[config.mk]
export PLATFORM = sky130hd
export DESIGN_NAME = dac_pwr_seq
export DESIGN_NICKNAME = d
export VERILOG_FILES = /design/src/rtl/dac_pwr_pkg.sv /design/src/rtl/dac_cmd_decode.sv /design/src/rtl/dac_mode_fsm.sv /design/src/rtl/dac_wake_timer.sv /design/src/rtl/dac_pwr_seq.sv
export SDC_FILE = /design/constraint.sdc
export NUM_CORES = 1
export LEC_CHECK = 0
export ABC_AREA = 0
export BUFFER_PORTS_ARGS = -buffer_cell sky130_fd_sc_hd__buf_2
export CAP_MARGIN = 0
export CORE_MARGIN = 2
export CORE_UTILIZATION = 46
export CTS_CLUSTER_SIZE = 8
export DETAILED_ROUTE_END_ITERATION = 12
export GPL_ROUTABILITY_DRIVEN = 1
export PLACE_DENSITY = 0.62
export SETUP_SLACK_MARGIN = 0.05
export SLEW_MARGIN = 20
export SYNTH_ARGS = -nofsm -noshare
export SYNTH_HDL_FRONTEND = slang
export SYNTH_SLANG_ARGS = --single-unit
[constraint.sdc]
create_clock -name clk -period 4.3 [get_ports clk]
set_input_delay 0.86 -clock clk [delete_from_list [all_inputs] [get_ports clk]]
set_output_delay 0.86 -clock clk [all_outputs]
set_load 0.02 [all_outputs]
[src/rtl/dac_pwr_pkg.sv]
package dac_pwr_pkg;

  typedef enum logic [1:0] {
    MODE_ACTIVE = 2'b00,
    MODE_STBY   = 2'b01,
    MODE_OFF    = 2'b10
  } pwr_mode_e;

  // command codes whose values are fixed by the serial word
  localparam logic [3:0] OP_UPDATE    = 4'b1000;
  localparam logic [3:0] OP_LOAD_UPD  = 4'b1001;
  localparam logic [3:0] OP_STBY      = 4'b1100;
  localparam logic [3:0] OP_RESUME    = 4'b1101;
  localparam logic [3:0] OP_OFF       = 4'b1110;
  localparam logic [3:0] OP_LOAD_UPD2 = 4'b1111;

  typedef struct packed {
    logic wake;      // request to return to active mode
    logic stby;      // request to enter standby
    logic off;       // request to power everything down
    logic sel_load;  // load the reference select from the config bits
  } cmd_ev_t;

endpackage

[src/rtl/dac_cmd_decode.sv]
module dac_cmd_decode
  import dac_pwr_pkg::*;
(
  input  logic       cmd_valid,
  input  logic [3:0] cmd_code,
  output cmd_ev_t    ev
);

  always_comb begin
    ev = '0;
    if (cmd_valid) begin
      unique case (cmd_code)
        OP_UPDATE, OP_LOAD_UPD, OP_LOAD_UPD2: ev.wake = 1'b1;
        OP_RESUME: begin
          ev.wake     = 1'b1;
          ev.sel_load = 1'b1;
        end
        OP_STBY: begin
          ev.stby     = 1'b1;
          ev.sel_load = 1'b1;
        end
        OP_OFF: begin
          ev.off      = 1'b1;
          ev.sel_load = 1'b1;
        end
        default: ev = '0;
      endcase
    end
  end

endmodule

[src/rtl/dac_mode_fsm.sv]
module dac_mode_fsm
  import dac_pwr_pkg::*;
#(
  parameter int SEL_W = 2
) (
  input  logic             clk,
  input  logic             rst_n,
  input  cmd_ev_t          ev,
  input  logic [SEL_W-1:0] cfg,
  output pwr_mode_e        mode,
  output logic [SEL_W-1:0] ref_sel,
  output logic             wake_short,
  output logic             wake_long,
  output logic             cancel
);

  logic stby_ok;

  always_comb begin
    stby_ok    = ev.stby && (mode == MODE_ACTIVE);
    wake_short = ev.wake && (mode == MODE_STBY);
    wake_long  = ev.wake && (mode == MODE_OFF);
    cancel     = ev.off || stby_ok;
  end

  always_ff @(posedge clk or negedge rst_n) begin
    if (!rst_n) begin
      mode <= MODE_ACTIVE;
    end else if (ev.off) begin
      mode <= MODE_OFF;
    end else if (stby_ok) begin
      mode <= MODE_STBY;
    end else if (ev.wake) begin
      mode <= MODE_ACTIVE;
    end
  end

  always_ff @(posedge clk or negedge rst_n) begin
    if (!rst_n) begin
      ref_sel <= '0;
    end else if (ev.sel_load) begin
      ref_sel <= cfg;
    end
  end

endmodule

[src/rtl/dac_wake_timer.sv]
module dac_wake_timer #(
  parameter int SHORT_CYC = 100000,
  parameter int LONG_CYC  = 950000
) (
  input  logic clk,
  input  logic rst_n,
  input  logic start_short,
  input  logic start_long,
  input  logic cancel,
  output logic busy
);

  localparam int MAX_CYC = (LONG_CYC > SHORT_CYC) ? LONG_CYC : SHORT_CYC;
  localparam int CW      = $clog2(MAX_CYC + 1) < 1 ? 1 : $clog2(MAX_CYC + 1);
  localparam logic [CW-1:0] SHORT_V = CW'(SHORT_CYC);
  localparam logic [CW-1:0] LONG_V  = CW'(LONG_CYC);

  logic [CW-1:0] cnt;

  always_ff @(posedge clk or negedge rst_n) begin
    if (!rst_n) begin
      cnt <= '0;
    end else if (cancel) begin
      cnt <= '0;
    end else if (start_short) begin
      cnt <= SHORT_V;
    end else if (start_long) begin
      cnt <= LONG_V;
    end else if (cnt != '0) begin
      cnt <= cnt - 1'b1;
    end
  end

  assign busy = (cnt != '0);

endmodule

[src/rtl/dac_pwr_seq.sv]
module dac_pwr_seq
  import dac_pwr_pkg::*;
#(
  parameter int STBY_WAKE_CYC = 100000,
  parameter int OFF_WAKE_CYC  = 950000
) (
  input  logic       clk,
  input  logic       rst_n,
  input  logic       cmd_valid,
  input  logic [3:0] cmd_code,
  input  logic [1:0] cmd_cfg,
  output logic       ref_en,
  output logic       buf_en,
  output logic       out_valid,
  output logic [1:0] pwr_mode,
  output logic [1:0] ref_sel
);

  cmd_ev_t   ev;
  pwr_mode_e mode;
  logic      wake_short;
  logic      wake_long;
  logic      cancel;
  logic      busy;

  dac_cmd_decode u_dec (
    .cmd_valid (cmd_valid),
    .cmd_code  (cmd_code),
    .ev        (ev)
  );

  dac_mode_fsm #(.SEL_W(2)) u_fsm (
    .clk        (clk),
    .rst_n      (rst_n),
    .ev         (ev),
    .cfg        (cmd_cfg),
    .mode       (mode),
    .ref_sel    (ref_sel),
    .wake_short (wake_short),
    .wake_long  (wake_long),
    .cancel     (cancel)
  );

  dac_wake_timer #(
    .SHORT_CYC (STBY_WAKE_CYC),
    .LONG_CYC  (OFF_WAKE_CYC)
  ) u_tmr (
    .clk         (clk),
    .rst_n       (rst_n),
    .start_short (wake_short),
    .start_long  (wake_long),
    .cancel      (cancel),
    .busy        (busy)
  );

  assign pwr_mode  = mode;
  assign ref_en    = (mode != MODE_OFF);
  assign buf_en    = (mode == MODE_ACTIVE);
  assign out_valid = buf_en && !busy;

endmodule

==> impl_metrics.yaml, run 1 <==
status:
  outcome: "finished, final reports clean"
power_and_ir_drop:
  peakVddDrop_mv: 0.240
  p_sw_frac: 0.389
  power_frac_clock: 0.145
  p_per_area_mw_per_mm2: 545
  p_sw_w: 0.000319
  comb_power_share: 0.349
  total_leakage_power_nw: 0.651
  p_seq_frac: 0.505
  p_int_w: 0.000501
timing:
  fin_crit_ns: 3.28
  fin_tns_setup_ns: 0
  setup_viol: 0
  finalHoldViolations: 0
  rsz0062_at_grt: "false"
  skew_ns: 0.00503
  relSlewSlack: 0.617
  fmax_ghz: 0.305
  final_max_slew_viol_count: 0
  worst_pin_slew_ns: 0.571
  period_share: 0.763
worst_setup_path:
  end_kind: "output pin"
  crit_end: "out_valid"
  worstPathArrival_ns: 2.42
  required_ns: 3.44
  r2r-end: "u_tmr.cnt[4]"
  ff2ff_setup_slack_ns: 1.95
  critPathMaxFanout: 12
  ff2ff_path_depth: 5
  worstReg2RegStart: "u_tmr.cnt[13]"
  crit_type: "reg2out"
  crit_path_start: "u_tmr.cnt[13]"
  startpoint_type: "flip-flop"
global_routing:
  first_global_vias: 1009
  grt_pass1_wl_mm: 4.64
  grt_overflow: 0
  antenna_found_initial: 0
  grtUsageTotal: 0.173
  grt_max_degree: 25
clock_network:
  ctsRootBufferMaster: "clkbuf_4"
  clockBufferDepth: 2
  ctsResizeCount: 0
  clk_pin_slew_worst_paths_ns: 0.13
  h-tree-depth: 1
  cts_sinks: 24
  cts_hold_buf: 0
  clkLatencyLatePin_ns: 0.31
  post_cts_buffers: 0
  cts_tree: "done"
  numCtsBuffers: 3
logic_synthesis:
  synthDistinctLibCells: 43
  syn_area_mm2: 0.00138
  ys_ff_latch: 24
  postSynthAreaPerCell_um2: 10.2
  synth_top_area_cell: "dfrtp_1"
  synth_edf_count: 0
  synth_area_leaders: "dfrtp_1, xor2_1, a21oi_1"
  syn_inst: 136
  yosys_warnings: 0
  synth_top_area_frac: 0.434
  postSynth.asyncResetShare: 1.00
  syn_nets: 147
  yosysSeqAreaShare: 0.434
  ys.flop_type: "dfrtp_1"
placed_design:
  dp.cells: 177
  place.gp.congestion: 0.786
  dp_hpwl_mm: 2.03
  io_buffers: 15
layout:
  mostFrequentLayoutCells: "dfrtp_1, buf_2, xor2_1, nor2_1, a21oi_1"
  drive_above_1_share: 0.207
  areaGrowthSynthToFinish_pct: 8.77
  final_common_cell: "dfrtp_1"
  antenna_cells: 0
  finalNonFillerCells: 181
  fin_nets: 162
detailed_routing:
  remaining_drc_errors: 0
  vias: 1045
  ant_nets: 0
  viasPerCell: 5.77
  routedWlPerCell_um: 15.0
  dr.pass1.iters: 6
  wirelength_mm: 2.72
  initialDrtViolationCount: 28
floorplanning:
  num_rows: 19
  io_pins: 16
  core_region_area_mm2: 0.00281
  dieWidth_um: 58.9
  die_area_mm2: 0.00346
  die_h_um: 58.9
  start_util: 0.493
run:
  maxCapViolations: 0
min_path:
  hp-class: "in2async"
cell families after synthesis:
logic type / Yosys count / synth area share
and+or+nand+nor: 54 / 0.250
adders and majority gates: 2 / 0.0181
DFF: 24 / 0.434
xor gates and xnor gates: 15 / 0.0949
muxes: 2 / 0.0163
buffers and inverters: 9 / 0.0316
AOI/OAI and AO/OA: 30 / 0.155
synth_stat cells, drive strengths merged, types with 2 or more instances:
master	n
a21boi	4
or4	2
inv	4
clkbuf	2
nand2	9
ha	2
nor4	4
xnor2	4
a21oi	11
and4b	3
nand2b	4
nand3b	2
mux2	2
o21ai	7
buf	3
nor3	5
dfrtp	24
nand3	8
nor2	10
o2111ai	2
xor2	11
critical path, stage by stage (launching register included):
cell and delay (ns):
dfrtp_1 0.41, nor4_1 0.38, nor2b_1 0.52, nand3_2 0.39
nor3_1 0.21, buf_2 0.19
metal layers:
metal  up-vias  routed length [µm]  track usage
li1        517                   -            -
met1       513                1290        0.244
met2        13                1360        0.278
met3         2                  45       0.0198
met4         0                  19       0.0584
met5         -                   0            0
sequential cells by signal, indices dropped and copies added (netlist names):
name	count
u_tmr.cnt	20
u_fsm.mode	2
u_fsm.ref_sel	2
metrics by stage:
stage | area [µm²] | power, W | setup slack [ns] | util | hold slack [ns]
finish | 1510 | 0.000821 | 1.02 | 0.537 | 0.501
global route | 1510 | 0.000883 | 0.826 | 0.537 | 0.531
global placement | 1470 | 0.000692 | 1.49 | 0.524 | 0.483
detailed placement | 1470 | 0.000706 | 1.36 | 0.524 | 0.492
CTS | 1510 | 0.000827 | 1.01 | 0.537 | 0.517
floorplan | 1380 | 0.000633 | 1.45 | - | 0.538
power groups by stage:
stage | sequential, W | combinational, W | clock [W]
4_1_cts | 0.000414 | 0.000289 | 0.000123
3_3_place_gp | 0.000409 | 0.000282 | 0
2_1_floorplan | 0.000403 | 0.000230 | 0
3_5_place_dp | 0.000419 | 0.000287 | 0
5_1_grt | 0.000428 | 0.000323 | 0.000132
6_report | 0.000415 | 0.000287 | 0.000119
how the worst min path moves through the flow:
stage,endpoint,slack (ns),cells after the start,from
3_3_place_gp,u_fsm.ref_sel[1],0.48,1,u_fsm.ref_sel[1]
4_1_cts,u_tmr.cnt[3],0.52,1,rst_n
5_1_grt,u_tmr.cnt[8],0.53,1,rst_n
3_5_place_dp,u_fsm.ref_sel[0],0.49,1,u_fsm.ref_sel[0]
6_report,u_tmr.cnt[3],0.50,1,rst_n
2_1_floorplan,u_tmr.cnt[0],0.54,2,u_tmr.cnt[0]
layout make-up:
cell class	count	area [µm²]
Timing Repair Buffer	15	75.1
Clock buffer	4	36.3
Inverter	4	15.0
Fill cell	270	1300
Multi-Input combinational cell	103	739
Tap cell	31	38.8
Sequential cell	24	601
Note: power is estimated with default switching activity, not from simulation.
==> run 2: changes to the inputs <==
clock period = 3.32 ns   (was 4.3 ns; I/O delays follow)
==> impl_metrics.yaml, run 2 (synthesized netlist as in run 1, its figures left out) <==
timing:
  period_share: 0.883
  hold_slack_ns: 0.307
  setup_viol: 0
  finalHoldViolations: 0
  fin_crit_ns: 2.93
  rsz0062_at_grt: "false"
  skew_ns: 0.00761
  relSlewSlack: 0.633
  final_max_slew_viol_count: 0
  worst_pin_slew_ns: 0.551
  fin_tns_setup_ns: 0
  fmax_ghz: 0.341
  fin_ws_ns: 0.390
clock_network:
  ctsRootBufferMaster: "clkbuf_4"
  cts_hold_buf: 0
  cts_tree: "done"
  ctsResizeCount: 0
  clkLatencyLatePin_ns: 0.32
  numCtsBuffers: 3
  h-tree-depth: 1
  clk_pin_slew_worst_paths_ns: 0.14
  clockBufferDepth: 2
  cts_sinks: 24
  post_cts_buffers: 0
layout:
  antenna_cells: 0
  drive_above_1_share: 0.212
  largest_reg_flops: 20
  reg_top3: "u_tmr.cnt: 20 flops, u_fsm.mode: 2 flops, u_fsm.ref_sel: 2 flops"
  fin_nets: 163
  areaGrowthSynthToFinish_pct: 9.31
  fill_cells: 288
  regMostFlops: "u_tmr.cnt"
  final_common_cell: "dfrtp_1"
  mostFrequentLayoutCells: "dfrtp_1, buf_2, xor2_1, nor2_1, a21oi_1"
power_and_ir_drop:
  total_leakage_power_nw: 0.657
  p_per_area_mw_per_mm2: 706
  peakVddDrop_mv: 0.320
  fin_total_pwr_w: 0.00107
detailed_routing:
  ant_nets: 0
  dr.pass1.iters: 5
  initialDrtViolationCount: 29
  routedWlPerCell_um: 15.0
  wirelength_mm: 2.73
  viasPerCell: 5.63
  remaining_drc_errors: 0
  vias: 1024
worst_setup_path:
  ff2ff_path_depth: 5
  worstReg2RegStart: "u_tmr.cnt[6]"
  crit_end: "out_valid"
  end_kind: "output pin"
  ff2ff_setup_slack_ns: 1.13
  startpoint_type: "flip-flop"
  r2r-end: "u_tmr.cnt[12]"
  crit_path_start: "u_tmr.cnt[6]"
  required_ns: 2.66
  crit_type: "reg2out"
  worstPathArrival_ns: 2.27
  critPathMaxFanout: 12
global_routing:
  antenna_found_initial: 0
  grt_pass1_wl_mm: 4.51
  first_global_vias: 987
  grt_overflow: 0
  grtUsageTotal: 0.171
  grt_max_degree: 25
floorplanning:
  start_util: 0.493
  io_pins: 16
  dieWidth_um: 58.9
  core_region_area_mm2: 0.00281
  die_area_mm2: 0.00346
  die_h_um: 58.9
  num_rows: 19
status:
  outcome: "finished, final reports clean"
placed_design:
  pre_cts_ws_ns: 0.753
  io_buffers: 15
  dp_hpwl_mm: 1.95
  place.gp.congestion: 0.778
min_path:
  hp-class: "in2async"
run:
  maxCapViolations: 0
-- run 2: changes by cell type in the layout (fill, tap and decap cells not counted), sizes merged --
cell and change:
buf +1
-- run 2: power by group --
group	internal [W]	total, W	switching (W)	leakage, nW
clock network	0.0000670	0.000159	0.0000921	0.0210
registers	0.000403	0.000537	0.000133	0.297
logic	0.000183	0.000373	0.000189	0.339
-- run 2: layout make-up --
type | instances | area [µm²] | share of cell area
clock buffers | 4 | 36.3 | 0.0240
flip-flops and latches | 24 | 601 | 0.397
inverters | 4 | 15.0 | 0.00993
repair buffers | 16 | 82.6 | 0.0546
well taps | 31 | 38.8 | 0.0256
multi-input cells | 103 | 739 | 0.489
-- run 2: metal layers --
layer | global-route usage | up-vias | wire, µm
met3 | 0.0198 | 2 | 34
met2 | 0.263 | 4 | 1300
li1 | - | 519 | -
met4 | 0.0584 | 0 | 19
met1 | 0.249 | 499 | 1380
met5 | 0 | - | 0
-- run 2: worst min-delay path by stage --
stage / start / to / slack [ns] / cells after the start
after floorplan: rst_n / u_fsm.mode[0] / 0.37 / 0
after CTS: rst_n / u_tmr.cnt[8] / 0.32 / 1
after global placement: u_fsm.ref_sel[1] / u_fsm.ref_sel[1] / 0.48 / 1
final: rst_n / u_tmr.cnt[9] / 0.31 / 1
after global routing: rst_n / u_tmr.cnt[6] / 0.34 / 1
after detailed placement: u_fsm.ref_sel[1] / u_fsm.ref_sel[1] / 0.49 / 1
-- run 2: worst max-delay path, cell delays in order (launching register included) --
cell     delay (ns)
dfrtp_1        0.43
or4_4          0.60
nor3_4         0.22
nand3_2        0.30
nor3_1         0.21
buf_2          0.19
-- run 2: per-stage QoR --
stage / cell area (µm²) / std cells / util
floorplan: 1380 / 136 / -
CTS: 1510 / 182 / 0.539
finish: 1510 / 182 / 0.539
global route: 1510 / 182 / 0.539
global placement: 1480 / 178 / 0.526
detailed placement: 1480 / 178 / 0.526
==> run 3: changes to the inputs <==
CELL_PAD_IN_SITES_DETAIL_PLACEMENT = 1   (was unset)
CELL_PAD_IN_SITES_GLOBAL_PLACEMENT = 1   (was unset)
PLACE_DENSITY = 0.77   (was 0.62)
clock period = 3.55 ns   (was 3.32 ns; I/O delays follow)
==> impl_metrics.yaml, run 3 (synthesized netlist as in run 1, its figures left out) <==
status:
  outcome: "finished, final reports clean"
timing:
  fin_crit_ns: 2.99
  fin_tns_setup_ns: 0
  worst_pin_slew_ns: 0.544
  fmax_ghz: 0.334
  period_share: 0.843
  finalHoldViolations: 0
  relSlewSlack: 0.635
  final_max_slew_viol_count: 0
  skew_ns: 0.00640
  setup_viol: 0
  rsz0062_at_grt: "false"
layout:
  drive_above_1_share: 0.212
  mostFrequentLayoutCells: "dfrtp_1, buf_2, xor2_1, nor2_1, a21oi_1"
  antenna_cells: 0
  largest_reg_flops: 20
  final_common_cell: "dfrtp_1"
  finalInstanceArea_mm2: 0.00151
  reg_top3: "u_tmr.cnt: 20 flops, u_fsm.mode: 2 flops, u_fsm.ref_sel: 2 flops"
  areaGrowthSynthToFinish_pct: 9.31
  fin_nets: 163
  regMostFlops: "u_tmr.cnt"
detailed_routing:
  routedWlPerCell_um: 17.2
  vias: 1102
  wirelength_mm: 3.14
  initialDrtViolationCount: 31
  remaining_drc_errors: 0
  ant_nets: 0
  viasPerCell: 6.05
  dr.pass1.iters: 2
clock_network:
  ctsRootBufferMaster: "clkbuf_4"
  clkLatencyLatePin_ns: 0.32
  numCtsBuffers: 3
  ctsResizeCount: 0
  h-tree-depth: 1
  cts_hold_buf: 0
  cts_tree: "done"
  clk_pin_slew_worst_paths_ns: 0.14
  cts_sinks: 24
  post_cts_buffers: 0
  clockBufferDepth: 2
floorplanning:
  start_util: 0.493
  num_rows: 19
  die_area_mm2: 0.00346
  dieWidth_um: 58.9
  io_pins: 16
  die_h_um: 58.9
  core_region_area_mm2: 0.00281
power_and_ir_drop:
  p_per_area_mw_per_mm2: 671
  peakVddDrop_mv: 0.255
  total_leakage_power_nw: 0.657
placed_design:
  io_buffers: 15
  place.gp.congestion: 0.753
  dp_hpwl_mm: 2.35
  placed_cell_area_mm2: 0.00148
global_routing:
  grtUsageTotal: 0.196
  first_global_vias: 1139
  antenna_found_initial: 0
  grt_pass1_wl_mm: 5.18
  grt_max_degree: 25
  grt_overflow: 0
worst_setup_path:
  end_kind: "output pin"
  startpoint_type: "flip-flop"
  critPathMaxFanout: 12
  worstPathArrival_ns: 2.28
  required_ns: 2.84
  crit_type: "reg2out"
  ff2ff_path_depth: 5
run:
  maxCapViolations: 0
min_path:
  hp-class: "in2async"
-- run 3: cell counts in the layout (fill, tap and decap cells not counted) --
Identical to the previous run, type by type.
-- run 3: stage by stage --
step                      total power, W   util  setup WS, ns  instances  hold slack, ns
after floorplan                 0.000767      -         0.854        136           0.414
after global placement          0.000844  0.526         0.971        178           0.487
after detailed placement        0.000872  0.526         0.929        178           0.497
after CTS                        0.00102  0.539         0.560        182           0.368
after global routing             0.00109  0.539         0.351        182           0.382
final                            0.00102  0.539         0.557        182           0.346
-- run 3: report_power, final --
part | switching [W] | internal, W | total [W]
logic | 0.000191 | 0.000172 | 0.000363
registers | 0.000125 | 0.000377 | 0.000502
clock network | 0.0000870 | 0.0000627 | 0.000150
total | 0.000403 | 0.000612 | 0.00102
-- run 3: worst paths after layout --
kind	end	start	slack (ns)
max in group asynchronous	u_tmr.cnt[17]	rst_n	2.84
worst max-delay path	out_valid	u_tmr.cnt[6]	0.56
min in group clk	u_fsm.ref_sel[0]	u_fsm.ref_sel[0]	0.53
worst max register to register	u_tmr.cnt[19]	u_tmr.cnt[6]	1.37
worst min register to register	u_fsm.ref_sel[0]	u_fsm.ref_sel[0]	0.53
worst min-delay path	u_tmr.cnt[1]	rst_n	0.35
-- run 3: per-layer routing --
metal,up-vias,part of all wire,track usage
li1,517,-,-
met2,12,0.53,0.352
met3,2,0.014,0.0198
met5,-,0,0
met1,571,0.45,0.250
met4,0,0.0061,0.0487
-- run 3: worst max-delay path, stage by stage, from the launching register on --
cell	delay, ns
dfrtp_1	0.43
or4_4	0.60
nor3_4	0.21
nand3_2	0.30
nor3_1	0.22
buf_2	0.20
-- run 3: cell type report --
cell class,count,area [µm²]
well taps,31,38.8
fillers,323,1290
repair buffers,16,82.6
multi-input cells,103,739
flip-flops and latches,24,601
clock buffers,4,36.3
inverters,4,15.0
